==> config.mk <==
export PLATFORM = sky130hd
export DESIGN_NAME = wdog_guard
export DESIGN_NICKNAME = d
export VERILOG_FILES = /design/src/rtl/wdog_pkg.sv /design/src/rtl/wdog_count.sv /design/src/rtl/wdog_ctrl.sv /design/src/rtl/wdog_guard.sv
export SDC_FILE = /design/constraint.sdc
export NUM_CORES = 1
export LEC_CHECK = 0
export CORE_MARGIN = 4
export CORE_UTILIZATION = 42
export CTS_CLUSTER_DIAMETER = 150
export DETAILED_ROUTE_END_ITERATION = 10
export HOLD_SLACK_MARGIN = 0.05
export PLACE_DENSITY = 0.69
export SYNTH_ARGS = -nofsm -noshare
export SYNTH_HDL_FRONTEND = slang
export SYNTH_SLANG_ARGS = --single-unit
export TNS_END_PERCENT = 100
==> constraint.sdc <==
create_clock -name clk -period 4.2 [get_ports clk]
set_input_delay 0.84 -clock clk [delete_from_list [all_inputs] [get_ports clk]]
set_output_delay 0.84 -clock clk [all_outputs]
set_load 0.05 [all_outputs]
==> src/rtl/wdog_pkg.sv <==
package wdog_pkg;
  localparam int REG_W  = 8;
  localparam int CODE_W = 4;

  typedef struct packed {
    logic run;
    logic clear;
  } cntCmd_t;

  typedef enum logic [1:0] {
    MODE_STOP = 2'd0,
    MODE_IRQ  = 2'd1,
    MODE_RST  = 2'd2,
    MODE_BOTH = 2'd3
  } wdMode_t;
endpackage

==> src/rtl/wdog_count.sv <==
module wdog_count
  import wdog_pkg::*;
#(
  parameter int BASE_SHIFT = 11,
  parameter int NUM_STEPS  = 10
) (
  input  logic              clk,
  input  logic              rstN,
  input  cntCmd_t           cmd,
  input  logic [CODE_W-1:0] code,
  output logic              tmoHit
);
  localparam int CNT_W = BASE_SHIFT + NUM_STEPS;
  localparam logic [CODE_W-1:0] MAX_CODE = CODE_W'(NUM_STEPS - 1);

  logic [CNT_W-1:0]  count;
  logic [CODE_W-1:0] effCode;
  logic [CNT_W-1:0]  lastVal;

  always_comb begin
    effCode = (code > MAX_CODE) ? MAX_CODE : code;
    lastVal = (CNT_W'(1) << (BASE_SHIFT + int'(effCode))) - CNT_W'(1);
    tmoHit  = cmd.run && !cmd.clear && (count == lastVal);
  end

  always_ff @(posedge clk or negedge rstN) begin
    if (!rstN) begin
      count <= '0;
    end else if (!cmd.run || cmd.clear || tmoHit) begin
      count <= '0;
    end else begin
      count <= count + CNT_W'(1);
    end
  end


  idle_hold_chk: assert property (@(posedge clk) disable iff (!rstN)
    !cmd.run |=> (count == '0));
endmodule

==> src/rtl/wdog_ctrl.sv <==
module wdog_ctrl
  import wdog_pkg::*;
#(
  parameter int WIN_LEN = 4
) (
  input  logic              clk,
  input  logic              rstN,
  input  logic              regWrEn,
  input  logic [REG_W-1:0]  regWrData,
  input  logic              kick,
  input  logic              irqAck,
  input  logic              rstFlag,
  input  logic              fuseN,
  input  logic              tmoHit,
  output cntCmd_t           cmd,
  output logic [CODE_W-1:0] prescale,
  output logic [REG_W-1:0]  regRdData,
  output logic              irqOut,
  output logic              rstReq
);
  localparam int WIN_W = $clog2(WIN_LEN) + 1;

  logic             irqFlag, irqEn, chgEn, rstEnReg;
  logic [WIN_W-1:0] winCnt;
  logic             rstEnEff, ackTaken, tmoIrq, tmoRst;
  wdMode_t          mode;

  always_comb begin
    rstEnEff = rstEnReg || rstFlag;
    if (!fuseN)                      mode = MODE_RST;
    else if (rstEnEff && irqEn)      mode = MODE_BOTH;
    else if (rstEnEff)               mode = MODE_RST;
    else if (irqEn)                  mode = MODE_IRQ;
    else                             mode = MODE_STOP;
    cmd.run   = (mode != MODE_STOP);
    cmd.clear = kick;
    irqOut    = irqFlag && irqEn && fuseN;
    ackTaken  = irqAck && irqOut;
    tmoIrq    = tmoHit && ((mode == MODE_IRQ) || ((mode == MODE_BOTH) && !irqFlag));
    tmoRst    = tmoHit && ((mode == MODE_RST) || ((mode == MODE_BOTH) && irqFlag));
    regRdData = {irqFlag, irqEn, prescale[3], chgEn, rstEnEff, prescale[2:0]};
  end

  always_ff @(posedge clk or negedge rstN) begin
    if (!rstN) begin
      irqFlag  <= 1'b0;
      irqEn    <= 1'b0;
      chgEn    <= 1'b0;
      rstEnReg <= 1'b0;
      winCnt   <= '0;
      prescale <= '0;
      rstReq   <= 1'b0;
    end else begin
      rstReq <= tmoRst;

      if (regWrEn) begin
        chgEn  <= regWrData[4];
        winCnt <= WIN_W'(WIN_LEN - 1);
      end else if (chgEn) begin
        if (winCnt == '0) chgEn <= 1'b0;
        else              winCnt <= winCnt - WIN_W'(1);
      end

      if (regWrEn)
        rstEnReg <= (chgEn ? regWrData[3] : (rstEnReg || regWrData[3])) || rstFlag;
      else
        rstEnReg <= rstEnReg || rstFlag;

      if (regWrEn && chgEn)
        prescale <= {regWrData[5], regWrData[2:0]};

      if (ackTaken && (mode == MODE_BOTH)) irqEn <= 1'b0;
      else if (regWrEn)                    irqEn <= regWrData[6];

      if (tmoIrq)                                   irqFlag <= 1'b1;
      else if (ackTaken || (regWrEn && regWrData[7])) irqFlag <= 1'b0;
    end
  end

  logic [WIN_W-1:0] openAge;
  always_ff @(posedge clk or negedge rstN) begin
    if (!rstN)                            openAge <= '0;
    else if (regWrEn && regWrData[4])     openAge <= '0;
    else if (chgEn)                       openAge <= openAge + WIN_W'(1);
    else                                  openAge <= '0;
  end


  window_len_chk: assert property (@(posedge clk) disable iff (!rstN)
    chgEn |-> (openAge < WIN_W'(WIN_LEN)));


  code_locked_chk: assert property (@(posedge clk) disable iff (!rstN)
    (regWrEn && !chgEn) |=> $stable(prescale));


  rst_en_locked_chk: assert property (@(posedge clk) disable iff (!rstN)
    (!chgEn && rstEnEff) |=> rstEnEff);


  flag_latch_chk: assert property (@(posedge clk) disable iff (!rstN)
    rstFlag |=> rstEnReg);


  unserviced_rst_chk: assert property (@(posedge clk) disable iff (!rstN)
    ((mode == MODE_BOTH) && tmoHit && irqFlag) |=> rstReq);


  rst_pulse_chk: assert property (@(posedge clk) disable iff (!rstN)
    rstReq |=> !rstReq);
endmodule

==> src/rtl/wdog_guard.sv <==
module wdog_guard
  import wdog_pkg::*;
#(
  parameter int BASE_SHIFT = 11,
  parameter int NUM_STEPS  = 10,
  parameter int WIN_LEN    = 4
) (
  input  logic             clk,
  input  logic             rstN,
  input  logic             regWrEn,
  input  logic [REG_W-1:0] regWrData,
  output logic [REG_W-1:0] regRdData,
  input  logic             kick,
  input  logic             irqAck,
  input  logic             rstFlag,
  input  logic             fuseN,
  output logic             irqOut,
  output logic             rstReq
);
  cntCmd_t           cmd;
  logic [CODE_W-1:0] prescale;
  logic              tmoHit;

  wdog_ctrl #(.WIN_LEN(WIN_LEN)) ctrl_i (
    .clk(clk), .rstN(rstN), .regWrEn(regWrEn), .regWrData(regWrData),
    .kick(kick), .irqAck(irqAck), .rstFlag(rstFlag), .fuseN(fuseN),
    .tmoHit(tmoHit), .cmd(cmd), .prescale(prescale),
    .regRdData(regRdData), .irqOut(irqOut), .rstReq(rstReq)
  );

  wdog_count #(.BASE_SHIFT(BASE_SHIFT), .NUM_STEPS(NUM_STEPS)) count_i (
    .clk(clk), .rstN(rstN), .cmd(cmd), .code(prescale), .tmoHit(tmoHit)
  );
endmodule

== After elaboration in Yosys (flattened, before gate mapping) ==
Cells that the tools add are included.

* Word-level logic and storage cells: 67
* Bits of input ports: 15
* Bits in registers: 33
* Output and inout port bits: 10

* $add $sub $neg: 4
* Reduce and logical (&&, ||, !) cells: 30
* Shift operators: 1
* Eq/ne operators: 5
* $lt $le $gt $ge: 1
* Muxes and demuxes: 18

{| class="wikitable"
|+ Operator list
! kind !! count
|-
| 1-bit by 32-bit << shifter with 21-bit output (first input constant) || 1
|-
| 21-bit by 1-bit adder with 21-bit output (second input constant) || 1
|-
| 21-bit equality test || 1
|-
| 21-bit two-way mux || 1
|-
| 21-bit by 2-bit subtractor with 21-bit output (second input constant) || 1
|-
| 1-bit logical AND || 13
|-
| 1-bit two-way mux || 10
|-
| 3-bit two-way mux || 3
|-
| 1-bit logical OR || 8
|-
| 2-bit nonzero test || 4
|-
| 2-bit two-way mux || 3
|-
| 4-bit by 4-bit adder with 5-bit output (first input constant) || 1
|-
| 2-bit equality test (second input constant) || 2
|-
| 4-bit greater-than comparator (second input constant) || 1
|-
| 4-bit two-way mux || 1
|-
| 1-bit zero test || 3
|-
| 3-bit zero test || 1
|-
| 3-bit by 1-bit subtractor with 3-bit output (second input constant) || 1
|-
| 2-bit by 1-bit equality test with 1-bit output (second input constant) || 1
|-
| 2-bit != test (second input constant) || 1
|-
| 2-bit AND reduction || 1
|}

== Logic depth before layout (Yosys ltp) ==
* Word-level depth: 9
* Mapped depth: 18
* Gate-level depth less buffers: 13

== Cells and area by module ==
A second synthesis with hierarchy kept.

* Cell total of the unflattened synthesis: 229
* Area, all modules: 2304.7 um2

{| class="wikitable"
|+ Modules (own cells, without submodules)
! module !! area an instance (um2) !! seq. area each (um2) !! cells an instance !! instances
|-
| wdog_count || 1664.1 || 525.5 || 167 || 1
|-
| wdog_ctrl || 640.6 || 300.3 || 62 || 1
|}

== Least setup slack after synthesis ==
No wires, ideal clock.

* Kind: register to register
* Start point: register ctrl_i.prescale[1]
* End point: register count_i.count[10]
* Path buffers: 5
* Arrival time: 4.154 ns
* Cell stages (with the launch flop): 19
* Clock period less this slack: 4.299 ns
* Setup time: 0.145 ns
* Setup slack: -0.099 ns
* Data required time: 4.055 ns
* Cell sequence: dfrtp_1 -> buf_2 -> buf_2 -> nor2_1 -> nand2_1 -> ha_1 -> buf_2 -> buf_1 -> nor3b_1 -> nand3b_1 -> ha_1 -> nor2b_1 -> a221oi_2 -> o221a_1 -> o2111ai_1 -> or4_4 -> a2111oi_4 -> buf_6 -> nor3_2

* Word-level cells in the longest chain between the ends: 9

{| class="wikitable"
|+ Ends and longest elaborated chain
! item !! RTL line !! text
|-
| from (decl) || wdog_ctrl.sv:16 || <nowiki>output logic [CODE_W-1:0] prescale,</nowiki>
|-
| from (signal assigned) || wdog_ctrl.sv:70 || <nowiki>prescale <= {regWrData[5], regWrData[2:0]};</nowiki>
|-
| 4-bit greater-than comparator || wdog_count.sv:21 || <nowiki>effCode = (code > MAX_CODE) ? MAX_CODE : code;</nowiki>
|-
| 4-bit two-way mux (*) || wdog_count.sv:21 ||
|-
| 4-bit by 4-bit adder with 5-bit output (*) || wdog_count.sv:22 || <nowiki>lastVal = (CNT_W'(1) << (BASE_SHIFT + int'(effCode))) - CNT_W'(1);</nowiki>
|-
| 1-bit by 32-bit << shifter with 21-bit output (*) || wdog_count.sv:22 ||
|-
| 21-bit by 2-bit subtractor with 21-bit output (*) || wdog_count.sv:22 ||
|-
| 21-bit equality test (*) || wdog_count.sv:23 || <nowiki>tmoHit = cmd.run && !cmd.clear && (count == lastVal);</nowiki>
|-
| 1-bit logical AND (*) || wdog_count.sv:23 ||
|-
| 1-bit logical OR (*) || wdog_count.sv:29 || <nowiki>end else if (!cmd.run || cmd.clear || tmoHit) begin</nowiki>
|-
| 21-bit two-way mux (*) || wdog_count.sv:29 ||
|-
| to (signal assigned) || wdog_count.sv:32 || <nowiki>count <= count + CNT_W'(1);</nowiki>
|-
| to (decl) || wdog_count.sv:16 || <nowiki>logic [CNT_W-1:0] count;</nowiki>
|}

Every way passes the cells marked *; elsewhere a longest branch is shown, timed or not.
A chain may end at the register's enable or synchronous reset.

== Worst setup path in the final report ==
* Start point: register ctrl_i.prescale[2]
* End point: register ctrl_i.rstReq

* Word-level cells in the longest chain between the ends: 8

{| class="wikitable"
|+ Ends and longest elaborated chain
! item !! RTL line !! text
|-
| 4-bit greater-than comparator || wdog_count.sv:21 ||
|-
| 4-bit two-way mux (*) || wdog_count.sv:21 ||
|-
| 4-bit by 4-bit adder with 5-bit output (*) || wdog_count.sv:22 ||
|-
| 1-bit by 32-bit << shifter with 21-bit output (*) || wdog_count.sv:22 ||
|-
| 21-bit by 2-bit subtractor with 21-bit output (*) || wdog_count.sv:22 ||
|-
| 21-bit equality test (*) || wdog_count.sv:23 ||
|-
| 1-bit logical AND (*) || wdog_count.sv:23 ||
|-
| 1-bit logical AND (*) || wdog_ctrl.sv:40 || <nowiki>tmoRst = tmoHit && ((mode == MODE_RST) || ((mode == MODE_BOTH) && irqFlag));</nowiki>
|-
| via ctrl_i.tmoRst || wdog_ctrl.sv:25 || <nowiki>logic rstEnEff, ackTaken, tmoIrq, tmoRst;</nowiki>
|-
| to (signal assigned) || wdog_ctrl.sv:54 || <nowiki>rstReq <= tmoRst;</nowiki>
|-
| to (decl) || wdog_ctrl.sv:19 || <nowiki>output logic rstReq</nowiki>
|}

The timed path passes the listed nets; every way through them passes the cells marked *.

==> impl.org <==
** Clock network
- The number of hold buffers added after CTS was 0.
- Once the clock tree was built, the resizer swapped 0 gates to a different size.
- After clock tree synthesis, the clock-pin slew on the worst setup and hold paths is 0.07 ns.
- TritonCTS built the clock tree.
- Clock buffer depth :: 2
- The number of clock buffers added by TritonCTS is 5.
- # Post-CTS Setup Buffers :: 0
- CTS sink cnt :: 33
- H-tree depth reported by CTS :: 2
- The cell sitting at the root of the clock tree is a clkbuf_8.
- The clock reaches the later pin of the worst-skew pair after 0.28 ns.

** Floorplan
- Width of the die :: 87.6 um
- Num rows :: 28
- Measured along the y axis, the die boundary spans 87.6 um.
- Initial standard-cell utilization of the core :: 44.1%
- I/O pin cnt :: 25
- After floorplanning, the core was sized to cover 0.00603 mm2.
- The die covers 0.00767 mm2.

** Outcome
- The run finished with clean final reports.

** Finish
- Cells with a size suffix above 1 make up 17.5% of the layout.
- Cell area after layout :: 0.00302 mm2
- The repair_antennas step left the layout with diodes totalling 0.
- Synthesis-to-finish area growth :: 13.5%
- The library cells used most frequently in the layout, excluding fill and tap cells, are dfrtp_1 (31), clkdlybuf4s50_1 (24), nand2_1 (22).
- Leaving out fill and tap cells, the most frequent cell in the layout is dfrtp_1.
- Final-stage net count :: 322

** Timing
- Number of pins with negative max-slew slack in the final report :: 0
- Clock period minus worst slack :: 3.87 ns
- Clock skew on the completed layout was measured at 0.00400 ns.
- Final worst-path cycle share :: 92.1%
- Worst slew margin relative to its limit :: 26.1%
- Timing would allow up to 259 MHz.
- Setup repair after global routing left no endpoint under its margin.
- Worst-margin pin slew :: 1.10 ns
- Setup violations remaining at the end of the flow were counted as 0.
- The count of endpoints failing hold in the final timing report came to 0.
- After routing, the total negative slack on setup checks comes to 0 ns.

** Power
- For this design the static power due to leakage is 0.00121 uW.
- Internal power :: 694 uW
- In this run, the combinational gates consume 39.7% of the power.
- For this design the total switching power over the nets is 415 uW.
- VDD IR-drop max :: 0.000178 V
- The clock network burns 28.1% of the power.
- Proportion of total power due to net switching :: 37.5%
- The share of total power dissipated in sequential elements is 32.2%.
- Power spread over the standard cell area amounts to 368 mW/mm2.

** Routing
- In the routed design, unresolved DRC markers number 0.
- The routed layout has 2137 vias.
- After detailed routing, the average wire length per cell comes to 15.4 um.
- Count of nets left with antenna violations after detail routing :: 0
- First-pass iteration count of the detailed router :: 4
- The final layout contains routed wiring with a total length of 5.82 mm.
- In this run, the number of DRC markers left after iteration 0 of detailed routing was 191.
- Via density per instance :: 5.65

** Placement
- Quantity of I/O buffers inserted on ports :: 24
- Instance area at placement :: 0.00290 mm2
- HPWL Detailed :: 4.30 mm
- Final weighted congestion in routability-driven placement :: 0.915

** Setup path
- Worst setup path startpoint :: ctrl_i.prescale[2]
- CP Data Required Time :: 4.42 ns
- The critical path is of the reg2reg type.
- The worst setup path is launched from a register.
- For this run, the slowest stage of the critical path takes 0.53 ns.
- Critical Path Slowest Stage Cell :: dfrtp_2
- The endpoint identified for the worst register-to-register timing path is ctrl_i.rstReq.
- Endpoint of the worst setup timing path :: ctrl_i.rstReq
- Maximum fanout encountered on the critical timing path :: 23
- The cell that appears most often on the critical path is ha_1.
- Traced cell by cell, the critical path runs through and2b_1 > ha_1 > nor3b_1 > nand3b_1 > ha_1 > nor2b_1 > a221oi_2 > o221a_1 > o2111ai_1 > or4_4 > a2111oi_4 > buf_4 > and3b_1.
- Measured in cells, the most critical reg-to-reg path has a length of 13.
- Critical Path Sink Type :: register
- Arrival time worst endpoint :: 4.09 ns
- Setup slack on the worst reg-to-reg path comes out at 0.33 ns.
- The startpoint identified for the worst register-to-register timing path is ctrl_i.prescale[2].

** GRT
- Global routing used 16.4% of the available tracks.
- The number of antenna violations at the first check in global routing is 0.
- The via count of the first global-routing pass came to 2063.
- Global routing finished with a remaining overflow of 0.
- The first global-routing pass estimated 9.94 mm of wire.
- Largest net degree at the start of global routing :: 25

** Synth
- For this run, the number of Yosys warnings is 0.
- Synth top area cells :: dfrtp_1 (31%), nor3_2 (7.2%), xor2_1 (6.3%)
- Synthesized area per cell :: 9.23 um2
- Commonest register cell after synthesis :: dfrtp_1
- EDFF count, synth :: 0
- Number of instances in the synthesized netlist :: 288
- After synthesis, the share of flip-flops with an asynchronous set or reset is 100%.
- Summed over all instances, the cell type with the most area after synthesis is dfrtp_1.
- Synthesis instantiated 62 different standard cells from the library.
- Summing every instance area after synthesis gives 0.00266 mm2.
- Flip-flop and latch count after synthesis :: 33
- Sequential element share of the synthesized area :: 31.1%
- Synthesis produced a netlist with a net count of 308.
- Fraction of post-synthesis cell area in the top cell type by area :: 31.1%

** Min path
- The path class of the tightest hold or removal check is reg2reg.

** Flow run
- Across the run, the number of max-cap violations was 0.
[how the worst min path moves through the flow]
stage / startpoint / cells past startpoint / slack (ns) / to
after detailed placement: ctrl_i.winCnt[1] / 1 / 0.48 / ctrl_i.winCnt[1]
after global placement: ctrl_i.winCnt[1] / 1 / 0.47 / ctrl_i.winCnt[1]
after floorplan: ctrl_i.winCnt[1] / 1 / 0.46 / ctrl_i.winCnt[1]
final: ctrl_i.winCnt[1] / 1 / 0.49 / ctrl_i.winCnt[1]
after CTS: ctrl_i.winCnt[1] / 1 / 0.49 / ctrl_i.winCnt[1]
after global routing: ctrl_i.winCnt[1] / 1 / 0.52 / ctrl_i.winCnt[1]
[logic make-up (layout without fill, tap and decap cells)]
kind of cell | count (synthesis) | in the layout | synth area share, %
mux | 5 | 5 | 2.26
flops | 33 | 33 | 31.1
buf+inv | 32 | 47 | 6.82
fa+ha+maj | 6 | 6 | 2.73
xor+xnor | 37 | 37 | 12.2
simple gates | 133 | 133 | 32.4
compound gates | 42 | 42 | 12.5
[critical path: cells and delay by family (launching register included)]
kind,cells,cell delay (ns)
AOI/OAI and AO/OA,4,0.78
buffers and inverters,1,0.39
and+or+nand+nor,6,1.56
DFF,1,0.53
adders and majority gates,2,0.52
[routing by layer]
layer | track usage, % | part of all wire (%) | vias up
li1 | - | - | 1049
met1 | 21.8 | 45 | 1035
met2 | 27.6 | 50 | 51
met3 | 2.73 | 4.5 | 2
met4 | 4.60 | 0.50 | 0
met5 | 0 | 0 | -
[metrics by stage]
step	power [uW]	util [%]	cells	setup slack, ns	hold slack (ns)
3_5_place_dp	801	48.1	370	0.343	0.480
2_1_floorplan	708	-	288	0.00743	0.459
3_3_place_gp	798	48.1	370	0.452	0.471
4_1_cts	1120	50.1	378	0.329	0.495
6_report	1110	50.1	378	0.333	0.492
5_1_grt	1180	50.1	378	0.0777	0.519
[layout make-up]
cell class                      count  area, um2
Timing Repair Buffer               32        300
Fill cell                         584       3010
Tap cell                           75       93.8
Clock inverter                      1       30.0
Inverter                            7       26.3
Multi-Input combinational cell    223       1650
Sequential cell                    33        828
Clock buffer                        7       86.3
[registers in the layout, indices dropped and copies added (netlist names)]
register and flops:
ctrl_i.irqEn 1, ctrl_i.irqFlag 1, ctrl_i.winCnt 3, ctrl_i.prescale 4, ctrl_i.rstReq 1, count_i.count 21
ctrl_i.chgEn 1, ctrl_i.rstEnReg 1
[synth_stat cells, types with 2 or more instances]
library cell and count:
a2111oi_4 2, or2_1 2, nor2b_1 5, nand2b_1 3, buf_2 7, nand3_1 20
nand4_1 2, a21oi_1 7, and2_1 4, xor2_1 19, o21ai_0 9, buf_6 4
and3_1 11, dfrtp_1 33, inv_1 7, nor3b_2 2, clkbuf_1 7, ha_1 5
nor3_2 19, nor3_1 6, nand2_1 22, nor2_1 13, mux2_2 4, o211ai_1 2
nor4_1 5, nor3b_1 6, o31ai_1 2, xnor2_1 18, a31oi_1 4, buf_4 6
[power by group through the flow]
| stage | clock network (uW) | registers [uW] | logic (uW) |
|---|---|---|---|
| detailed placement | 0 | 363 | 438 |
| global route | 332 | 360 | 484 |
| finish | 311 | 357 | 440 |
| CTS | 322 | 357 | 440 |
| global placement | 0 | 362 | 436 |
| floorplan | 0 | 383 | 325 |
Power figures use the tool's default switching activity.
